### src/rtl/flk_pkg.sv
// Package for the checksummed flit link.
// Holds the flit and check widths, the generator taps and the parallel
// check-bit function shared by both ends of the link.
package flk_pkg;

    localparam int FLIT_W = 16;
    localparam int CRC_W  = 4;
    // Generator x^4 + x + 1 without its leading term.
    localparam logic [CRC_W-1:0] CRC_TAPS = 4'b0011;

    // Check bits of one flit, unrolled into a single combinational cone.
    function automatic logic [CRC_W-1:0] crc4(input logic [FLIT_W-1:0] d);
        logic [CRC_W-1:0] r;
        logic             fb;
        r = '0;
        for (int i = FLIT_W - 1; i >= 0; i--) begin
            fb = r[CRC_W-1] ^ d[i];
            r  = {r[CRC_W-2:0], 1'b0} ^ (fb ? CRC_TAPS : '0);
        end
        return r;
    endfunction

endpackage

### src/rtl/flit_store.sv
// Flit storage array: one synchronous write port and one
// combinational read port at any index.
// Assumes the caller never reads and writes the same live entry at once.
// The array has no reset; the queue pointers decide which entries are valid.
module flit_store #(
    parameter int W     = 16,
    parameter int DEPTH = 4,
    localparam int AW   = $clog2(DEPTH)
) (
    input  logic          clk,
    input  logic          we,
    input  logic [AW-1:0] waddr,
    input  logic [W-1:0]  wdata,
    input  logic [AW-1:0] raddr,
    output logic [W-1:0]  rdata
);

    logic [W-1:0] mem [DEPTH];

    // Write one entry per cycle.
    always_ff @(posedge clk) begin
        if (we) mem[waddr] <= wdata;
    end

    assign rdata = mem[raddr];

endmodule

### src/rtl/flk_tx.sv
// Sending stage of the link.
// Queues incoming flits and drives the oldest unsent one with its check bits.
// A transferred flit stays stored, marked pending, until the cycle after its
// transfer passes with the back-channel fault flag low. While that flag is high
// the stage drives the pending flit again.
// Assumes DEPTH is a power of two and at least 2. Also assumes the receiver's
// ready stays high in a retry cycle, which holds because a failed flit is never
// stored.
module flk_tx #(
    parameter int DEPTH = 4,
    localparam int AW   = $clog2(DEPTH),
    localparam int CW   = AW + 1
) (
    input  logic                      clk,
    input  logic                      rst_n,
    input  logic                      in_valid,
    input  logic [flk_pkg::FLIT_W-1:0] in_data,
    output logic                      in_ready,
    output logic                      link_valid,
    output logic [flk_pkg::FLIT_W-1:0] link_data,
    output logic [flk_pkg::CRC_W-1:0]  link_crc,
    input  logic                      link_ready,
    input  logic                      link_err
);

    logic [AW-1:0] wr_ptr;
    logic [AW-1:0] rd_ptr;
    logic [AW-1:0] last_ptr;
    logic [AW-1:0] drv_ptr;
    logic [CW-1:0] occ;
    logic [CW-1:0] unsent;
    logic          pend;
    logic          push;
    logic          xfer;
    logic          confirm;

    // Occupancy counts the pending flit as well; unsent flits exclude it.
    assign unsent   = occ - CW'(pend);
    assign in_ready = (occ < CW'(DEPTH));
    assign push     = in_valid && in_ready;

    // On a fault the previous flit is driven again, otherwise the next new one.
    assign last_ptr   = rd_ptr - 1'b1;
    assign drv_ptr    = link_err ? last_ptr : rd_ptr;
    assign link_valid = link_err || (unsent != '0);
    assign xfer       = link_valid && link_ready;
    assign confirm    = pend && !link_err;

    flit_store #(
        .W     (flk_pkg::FLIT_W),
        .DEPTH (DEPTH)
    ) u_store (
        .clk   (clk),
        .we    (push),
        .waddr (wr_ptr),
        .wdata (in_data),
        .raddr (drv_ptr),
        .rdata (link_data)
    );

    assign link_crc = flk_pkg::crc4(link_data);

    // Queue pointers, pending mark and occupancy.
    always_ff @(posedge clk) begin
        if (!rst_n) begin
            wr_ptr <= '0;
            rd_ptr <= '0;
            pend   <= 1'b0;
            occ    <= '0;
        end else begin
            if (push) wr_ptr <= wr_ptr + 1'b1;
            if (xfer && !link_err) rd_ptr <= rd_ptr + 1'b1;
            pend <= xfer;
            occ  <= occ + CW'(push) - CW'(confirm);
        end
    end

    AST_TX_OCC_BOUND: assert property (@(posedge clk) disable iff (!rst_n)
        occ <= CW'(DEPTH));
    AST_RETRY_ACCEPT: assert property (@(posedge clk) disable iff (!rst_n)
        link_err |-> (link_valid && link_ready && pend));
    AST_RETRY_SAME: assert property (@(posedge clk) disable iff (!rst_n)
        link_err |-> (link_data == $past(link_data)));

endmodule

### src/rtl/flk_rx.sv
// Receiving stage of the link.
// Recomputes the check bits of the arriving flit and stores only the 16 data
// bits of a flit that passes. A failed transfer is dropped and sets the
// registered back-channel fault flag for one cycle.
// Assumes DEPTH is a power of two and at least 2.
module flk_rx #(
    parameter int DEPTH = 4,
    localparam int AW   = $clog2(DEPTH),
    localparam int CW   = AW + 1
) (
    input  logic                      clk,
    input  logic                      rst_n,
    input  logic                      link_valid,
    input  logic [flk_pkg::FLIT_W-1:0] link_data,
    input  logic [flk_pkg::CRC_W-1:0]  link_crc,
    output logic                      link_ready,
    output logic                      link_err,
    output logic                      out_valid,
    output logic [flk_pkg::FLIT_W-1:0] out_data,
    input  logic                      out_ready
);

    logic [AW-1:0] wr_ptr;
    logic [AW-1:0] rd_ptr;
    logic [CW-1:0] count;
    logic          crc_ok;
    logic          xfer;
    logic          push;
    logic          pop;

    assign crc_ok     = (flk_pkg::crc4(link_data) == link_crc);
    assign link_ready = (count < CW'(DEPTH));
    assign xfer       = link_valid && link_ready;
    assign push       = xfer && crc_ok;
    assign out_valid  = (count != '0);
    assign pop        = out_valid && out_ready;

    flit_store #(
        .W     (flk_pkg::FLIT_W),
        .DEPTH (DEPTH)
    ) u_store (
        .clk   (clk),
        .we    (push),
        .waddr (wr_ptr),
        .wdata (link_data),
        .raddr (rd_ptr),
        .rdata (out_data)
    );

    // Input queue pointers and fill count.
    always_ff @(posedge clk) begin
        if (!rst_n) begin
            wr_ptr <= '0;
            rd_ptr <= '0;
            count  <= '0;
        end else begin
            if (push) wr_ptr <= wr_ptr + 1'b1;
            if (pop)  rd_ptr <= rd_ptr + 1'b1;
            count <= count + CW'(push) - CW'(pop);
        end
    end

    // Fault flag back to the sender: one cycle after a failed transfer.
    always_ff @(posedge clk) begin
        if (!rst_n) link_err <= 1'b0;
        else        link_err <= xfer && !crc_ok;
    end

    AST_RX_NO_STORE_ON_ERR: assert property (@(posedge clk) disable iff (!rst_n)
        link_err |-> (count <= $past(count)));
    AST_RX_OUT_HOLD: assert property (@(posedge clk) disable iff (!rst_n)
        (out_valid && !out_ready) |=> (out_valid && $stable(out_data)));

endmodule

### src/rtl/crc_retry_link.sv
// One hop of a network link with its sending and receiving stages.
// The channel in between applies XOR disturbances to the data and check wires.
// The fault flag returns from the receiver to the sender over a single wire.
// Assumes both queue depths are powers of two and at least 2.
module crc_retry_link #(
    parameter int TX_DEPTH = 4,
    parameter int RX_DEPTH = 4
) (
    input  logic                      clk,
    input  logic                      rst_n,
    input  logic                      in_valid,
    input  logic [flk_pkg::FLIT_W-1:0] in_data,
    output logic                      in_ready,
    output logic                      out_valid,
    output logic [flk_pkg::FLIT_W-1:0] out_data,
    input  logic                      out_ready,
    input  logic [flk_pkg::FLIT_W-1:0] chan_flip_data,
    input  logic [flk_pkg::CRC_W-1:0]  chan_flip_crc,
    output logic                      link_valid,
    output logic [flk_pkg::FLIT_W-1:0] link_data,
    output logic [flk_pkg::CRC_W-1:0]  link_crc,
    output logic                      link_err
);

    logic                       link_ready;
    logic [flk_pkg::FLIT_W-1:0] rx_data;
    logic [flk_pkg::CRC_W-1:0]  rx_crc;

    flk_tx #(.DEPTH(TX_DEPTH)) u_tx (
        .clk        (clk),
        .rst_n      (rst_n),
        .in_valid   (in_valid),
        .in_data    (in_data),
        .in_ready   (in_ready),
        .link_valid (link_valid),
        .link_data  (link_data),
        .link_crc   (link_crc),
        .link_ready (link_ready),
        .link_err   (link_err)
    );

    // Channel model: disturbances flip wires between the two stages.
    assign rx_data = link_data ^ chan_flip_data;
    assign rx_crc  = link_crc ^ chan_flip_crc;

    flk_rx #(.DEPTH(RX_DEPTH)) u_rx (
        .clk        (clk),
        .rst_n      (rst_n),
        .link_valid (link_valid),
        .link_data  (rx_data),
        .link_crc   (rx_crc),
        .link_ready (link_ready),
        .link_err   (link_err),
        .out_valid  (out_valid),
        .out_data   (out_data),
        .out_ready  (out_ready)
    );

endmodule

### config.mk
export PLATFORM = sky130hd
export DESIGN_NAME = crc_retry_link
export DESIGN_NICKNAME = d
export VERILOG_FILES = /design/src/rtl/flk_pkg.sv /design/src/rtl/flit_store.sv /design/src/rtl/flk_tx.sv /design/src/rtl/flk_rx.sv /design/src/rtl/crc_retry_link.sv
export SDC_FILE = /design/constraint.sdc
export NUM_CORES = 1
export LEC_CHECK = 0
export BUFFER_PORTS_ARGS = -buffer_cell sky130_fd_sc_hd__buf_2
export CAP_MARGIN = 20
export CORE_UTILIZATION = 45
export DETAILED_ROUTE_END_ITERATION = 7
export PLACE_DENSITY_LB_ADDON = 0.08
export SKIP_CTS_REPAIR_TIMING = 1
export SLEW_MARGIN = 40
export SYNTH_ARGS = -nofsm -noshare
export SYNTH_HDL_FRONTEND = slang
export SYNTH_HIERARCHICAL = 1
export SYNTH_SLANG_ARGS = --single-unit
### constraint.sdc
create_clock -name clk -period 8.3 [get_ports clk]
set_clock_uncertainty 0.05 [all_clocks]
set_input_delay 0 -clock clk [delete_from_list [all_inputs] [get_ports clk]]
set_output_delay 0 -clock clk [all_outputs]
set_load 0.1 [all_outputs]
==> flow_summary_export.csv, run 1 <==
group,metric,value,unit
clock_network,worstSkewPairLatency,0.41,ns
synth,async_flop_share,0,
synth,yosys_warnings,6,
clock_network,cts_tree,"done",
min_path,hold_depth,2,
sta,finalHoldViolCount,12,
min_path,min-delay-start,"chan_flip_data[10]",
synth,ys_ff_latch,144,
floorplan,die_h,121.9,um
drt,drc,0,
setup_path,worst_r2r_startpoint,"u_rx/link_err",
synth,synth_top_area_share,0.5943,
sta,drv_slew,0,
synth,syn_avg_cell_area,19.02,um2
floorplan,die_w,121.9,um
global_routing,grt_first_pass_wirelength,18.34,mm
synth,synth_edf_count,128,
drt,wl,11.81,mm
drt,drt_iter0_drc,201,
synth,synth_seq_area_share,0.6438,
sta,timing.final.crit_share,0.6536,
layout,fin_nets,504,
floorplan,dieArea,0.01486,mm2
sta,hold-worst-slack,-0.01346,ns
synth,syn_inst,340,
setup_path,cp-end-kind,"flop",
setup_path,r2r_end,"u_rx/count[2]",
synth,synthesis.nets,387,
drt,firstDrtPassIters,4,
clock_network,cts-root-buf,"clkbuf_16",
global_routing,antenna_found_initial,0,
setup_path,crit_type,"flop to flop",
setup_path,critPathSlowestCell,"mux4_2",
sta,fin_setup_tns,0,ns
drt,num_vias,3253,
run_status,violations,"hold timing",
synth,synth_top_cell_by_area,"edfxtp_1",
setup_path,rr_worst_depth,19,
synth,syn_area,0.006467,mm2
setup_path,path_cells,"xor2_2 > buf_4 > mux4_2 > xnor3_1 > xor2_1 > xnor3_2 > xnor2_1 > xor2_1 > xnor3_1 > xor2_1 > xor2_1 > and3_1 > o21ai_2 > a21oi_2 > ha_1 > fa_1 > xnor2_1 > xnor2_1 > and2_1",
sta,tightest_slew,0.6425,ns
clock_network,clkSlewWorstSetupHoldPaths,0.06,ns
synth,yosysUniqueCellTypes,35,
run_status,status,"finished, violations left",
setup_path,cp_common_cell,"xor2_1",
sta,min_period,5.425,ns
setup_path,path_max_fanout,16,
synth,synthFlopType,"edfxtp_1",
global_routing,track_usage,0.1752,
sta,fmax,184.3,MHz
layout,drive_above_1_share,0.3269,
sta,slew_headroom,0.5702,
setup_path,start_kind,"flop",
clock_network,cts_made_buffers,17,
setup_path,critPathArrivalTime,5.68,ns
layout,area_growth,22.44,%
synth,synth_area_leaders,"edfxtp_1 (59%), mux4_2 (7.0%), dfxtp_1 (5.0%)",
setup_path,critPathMaxStageDelay,0.61,ns
synth,synthMostInstantiatedCell,"edfxtp_1",
placement,dp.final_hpwl,8.117,mm
synth,yosys-top-cells-count,"edfxtp_1 (128), xnor2_1 (33), xor2_1 (33), mux4_2 (20), dfxtp_1 (16)",
layout,diodes,0,
floorplan,io_pins,80,
placement,io_buffers,79,
sta,setup_viol,0,
min_path,min_path_type,"primary input to flop",
clock_network,clockBufferDepth,2,
drt,drtAntennaViolNets,0,
min_path,min_to,"u_rx/u_store/mem[0][10]",
drt,vias_per_cell,5.020,
clock_network,cts_sinks,144,
setup_path,crit_required,8.55,ns
job,drv_cap,0,
setup_path,reg2reg_slack,2.87,ns
placement,dp_slack,2.659,ns
floorplan,initial_core_util,0.4641,
global_routing,grt_pass1_vias,3363,
placement,place_congestion,0.7403,
global_routing,overflow,0,
floorplan,core-area,0.01393,mm2
sta,setup_ws,2.875,ns
sta,grt_setup_unrepaired,"no",
global_routing,grt_max_degree,19,
drt,avgRoutedWirePerCell,18.23,um
clock_network,htreeDepth,4,
floorplan,row_count,43,
-- layer usage --
layer / GRT usage / wire (um) / up-vias / share of wire
li1: - / - / 1536 / -
met1: 0.2208 / 5012 / 1649 / 0.42
met2: 0.2945 / 6201 / 56 / 0.52
met3: 0.04073 / 420 / 12 / 0.036
met4: 0.06481 / 178 / 0 / 0.015
met5: 0 / 0 / - / 0
-- cells by family after synthesis --
group | after synthesis | share of synthesized area
AOI/OAI and AO/OA | 7 | 0.008125
and+or+nand+nor | 45 | 0.04140
buffers and inverters | 21 | 0.02147
DFF | 144 | 0.6438
xor gates and xnor gates | 82 | 0.1478
adders and majority gates | 7 | 0.01586
muxes | 34 | 0.1215
-- critical path: cells and delay by family (launching register included) --
family / cells / cell delay (ns)
compound gates: 2 / 0.33
simple gates: 2 / 0.35
flops: 1 / 0.43
buf+inv: 1 / 0.31
fa+ha+maj: 2 / 0.62
xor+xnor: 11 / 2.62
mux: 1 / 0.61
-- metrics by stage --
| step | instances | instance area, um2 | hold WS, ns | utilization |
|---|---|---|---|---|
| after CTS | 625 | 7684 | -0.2690 | 0.5514 |
| after floorplan | 340 | 6467 | 0.04887 | - |
| after global routing | 648 | 7919 | 0.003119 | 0.5683 |
| final | 648 | 7919 | -0.01346 | 0.5683 |
| after detailed placement | 595 | 7061 | 0.1650 | 0.5067 |
| after global placement | 595 | 7049 | 0.1581 | 0.5059 |
-- how the worst max path moves through the flow --
stage,depth (start not counted),to,slack [ns],start
after CTS,15,u_rx/u_store/mem[3][7],2.67,u_rx/link_err
final,19,u_rx/count[2],2.87,u_rx/link_err
after detailed placement,15,u_rx/u_store/mem[3][8],2.66,u_rx/link_err
after global routing,19,u_rx/count[2],2.50,u_rx/link_err
after global placement,15,u_rx/u_store/mem[1][8],2.86,u_rx/link_err
after floorplan,15,u_rx/u_store/mem[0][0],0.05,u_rx/link_err
-- sequential cells by signal, summed over array words and instances (netlist names) --
signal,count
u_tx/wr_ptr,2
u_rx/rd_ptr,2
u_rx/u_store/mem,64
u_tx/pend,1
u_rx/count,3
u_rx/link_err,1
u_tx/rd_ptr,2
u_tx/occ,3
u_tx/u_store/mem,64
u_rx/wr_ptr,2
-- cell usage in the layout (no fill, tap or decap), types with 5 or more instances in the layout --
| master | count |
|---|---|
| inv_1 | 12 |
| buf_4 | 5 |
| xor2_1 | 31 |
| bufinv_16 | 5 |
| clkbuf_16 | 17 |
| mux4_1 | 12 |
| xnor2_1 | 33 |
| dlygate4sd3_1 | 23 |
| nand2_1 | 8 |
| ha_1 | 5 |
| and2_1 | 13 |
| mux4_2 | 20 |
| dfxtp_1 | 15 |
| xnor3_1 | 7 |
| buf_2 | 79 |
| edfxtp_1 | 128 |
-- final cells by class --
cell class                      instances  area [um2]
Timing Repair Buffer                  107       663.1
Fill cell                            1076        6016
Clock inverter                         11       190.2
Clock buffer                           19       432.9
Inverter                               12       45.04
Sequential cell                       144        4165
Tap cell                              180       225.2
Multi-Input combinational cell        175        2197
Power of run 1 is left out: the tool's default activity adds up to more than one toggle a clock period on the data nets, which glitch-free logic cannot reach.
==> inputs of run 2 (changes only) <==
--- a/config.mk
+++ b/config.mk
@@ -5,6 +5,7 @@
 export SDC_FILE = /design/constraint.sdc
 export NUM_CORES = 1
 export LEC_CHECK = 0
+export ABC_AREA = 1
 export BUFFER_PORTS_ARGS = -buffer_cell sky130_fd_sc_hd__buf_2
 export CAP_MARGIN = 20
 export CORE_UTILIZATION = 45
==> constraint.sdc (replaced) <==
create_clock -name clk -period 5.4 [get_ports clk]
set_clock_uncertainty 0.05 [all_clocks]
set_input_delay 0 -clock clk [delete_from_list [all_inputs] [get_ports clk]]
set_output_delay 0 -clock clk [all_outputs]
set_load 0.1 [all_outputs]
==> run 2 against run 1 <==
The run now ends clean. Hold slack better by 0.018 ns. Design area up 20%. Die area up 22%. Largest cell class unchanged.
==> flow_summary_export.csv, run 2 <==
group,metric,value,unit
synth,synth_top_family_by_area,"simple AND/OR/NAND/NOR gates",
setup_path,worst_r2r_startpoint,"u_tx/rd_ptr[0]",
synth,synth-xor-area-share,0.01103,
layout,fin_nets,1156,
synth,syn_area,0.007944,mm2
floorplan,die_h,134.9,um
drt,vias_per_cell,4.508,
setup_path,worstPathBufferInverterCount,7,
job,drv_cap,0,
setup_path,critPathArrivalTime,4.59,ns
setup_path,cp_common_cell,"nand2_1",
run_status,status,"completed",
setup_path,crit_type,"flop to flop",
layout,final_cell_mix,"nand2_1 (360), inv_1 (239), edfxtp_1 (128)",
sta,setup_ws,0.8593,ns
setup_path,start_kind,"flop",
sta,fin_setup_tns,0,ns
clock_network,cts_tree,"done",
global_routing,grt_pass1_vias,5466,
placement,dp_slack,0.8356,ns
clock_network,clockBufferDepth,2,
layout,design_area,0.009482,mm2
floorplan,initial_core_util,0.4593,
clock_network,cts-root-buf,"clkbuf_16",
drt,wl,16.52,mm
setup_path,r2r_end,"u_rx/u_store/mem[1][8]",
global_routing,grt_max_degree,34,
synth,syn_inst,1000,
synth,synthAdderAreaFrac,0.01292,
synth,yosys-top-cells-count,"nand2_1 (371), inv_1 (240), edfxtp_1 (128), nand3_1 (123), nand2_2 (29)",
min_path,min-delay-start,"chan_flip_data[6]",
layout,top_regs,"u_rx/u_store/mem (64), u_tx/u_store/mem (64)",
synth,synth_top_area_share,0.4839,
layout,layout_commonest_cell,"nand2_1",
global_routing,antenna_found_initial,0,
min_path,hold_depth,3,
global_routing,grt_first_pass_wirelength,26.54,mm
setup_path,reg2reg_slack,0.86,ns
sta,timing.final.crit_share,0.8409,
synth,synth_edf_count,128,
setup_path,path_max_fanout,32,
sta,grt_setup_unrepaired,"no",
setup_path,crit_family,"simple AND/OR/NAND/NOR gates",
placement,place_area,0.008698,mm2
sta,slew_headroom,0.5388,
placement,io_buffers,79,
synth,synthMostInstantiatedCell,"nand2_1",
placement,place_congestion,0.7804,
drt,drtAntennaViolNets,0,
sta,fmax,220.2,MHz
drt,avgRoutedWirePerCell,12.27,um
sta,setup_viol,0,
sta,min_period,4.541,ns
setup_path,critPathSlowestCell,"dfxtp_1",
synth,syn_avg_cell_area,7.944,um2
synth,synth_compound_area_frac,0.007560,
setup_path,critPathMaxStageDelay,0.42,ns
sta,tightest_slew,0.6909,ns
sta,finalHoldViolCount,0,
sta,drv_slew,0,
synth,yosysUniqueCellTypes,25,
synth,async_flop_share,0,
synth,synth_area_leaders,"edfxtp_1 (48%), nand2_1 (18%), inv_1 (11%)",
floorplan,io_pins,80,
layout,diodes,0,
synth,yosys_warnings,6,
layout,area_growth,19.36,%
synth,muxShareOfSynthArea,0,
floorplan,row_count,48,
synth,synthFlopType,"edfxtp_1",
floorplan,dieArea,0.01819,mm2
floorplan,die_w,134.9,um
global_routing,overflow,0,
clock_network,htreeDepth,4,
min_path,min_path_type,"primary input to flop",
setup_path,rr_worst_depth,35,
synth,synthSimpleGateAreaFrac,0.3011,
global_routing,track_usage,0.1929,
synth,synth_top_cell_by_area,"edfxtp_1",
clock_network,cts_made_buffers,17,
min_path,min_to,"u_rx/u_store/mem[0][6]",
floorplan,core-area,0.01730,mm2
synth,synth_seq_area_share,0.5242,
setup_path,startpoint,"u_tx/rd_ptr[0]",
setup_path,cp-end-kind,"flop",
clock_network,cts_sinks,144,
drt,firstDrtPassIters,5,
drt,num_vias,6072,
synth,synthesis.nets,1047,
placement,dp.final_hpwl,11.91,mm
drt,drc,0,
setup_path,crit_required,5.45,ns
clock_network,clkSlewWorstSetupHoldPaths,0.06,ns
drt,drt_iter0_drc,265,
clock_network,worstSkewPairLatency,0.42,ns
synth,ys_ff_latch,144,
layout,drive_above_1_share,0.1702,
sta,hold-worst-slack,0.004568,ns
[run 2: metrics by stage]
stage	std cells	utilization
after floorplan	1000	-
after global placement	1291	0.4996
after detailed placement	1296	0.5029
after CTS	1328	0.5372
after global routing	1347	0.5482
final	1347	0.5482
[run 2: layout make-up]
type	instances	area (um2)
Clock buffer	18	429.2
Clock inverter	14	163.9
Fill cell	1663	7815
Inverter	251	950.9
Multi-Input combinational cell	585	2796
Sequential cell	144	4165
Tap cell	225	281.5
Timing Repair Buffer	110	694.4
[run 2: tightest hold or removal path: stages]
cell and delay, ns:
buf_2 0.11, nand2_1 0.05, nand2_1 0.16
[run 2: cells by family after synthesis]
logic type                 Yosys count
adders and majority gates            7
and+or+nand+nor                    556
AOI/OAI and AO/OA                   12
xor gates and xnor gates            10
DFF                                144
buffers and inverters              271
[run 2: per-layer routing]
layer	wire, um	vias to the layer above	part of all wire	GRT usage
li1	-	3268	-	-
met1	7389	2687	0.45	0.2341
met4	248	0	0.015	0.06554
met3	482	21	0.029	0.03529
met2	8401	96	0.51	0.3434
met5	0	-	0	0
[run 2: worst max path at each step]
stage | end | slack, ns | depth (start not counted)
floorplan | u_rx/u_store/mem[3][0] | 0.004 | 30
global placement | u_rx/u_store/mem[1][12] | 0.92 | 35
detailed placement | u_rx/u_store/mem[1][12] | 0.84 | 35
CTS | u_rx/u_store/mem[1][8] | 0.80 | 35
global route | u_rx/u_store/mem[1][8] | 0.35 | 34
finish | u_rx/u_store/mem[1][8] | 0.86 | 35
Power of run 2 is left out for the same reason.
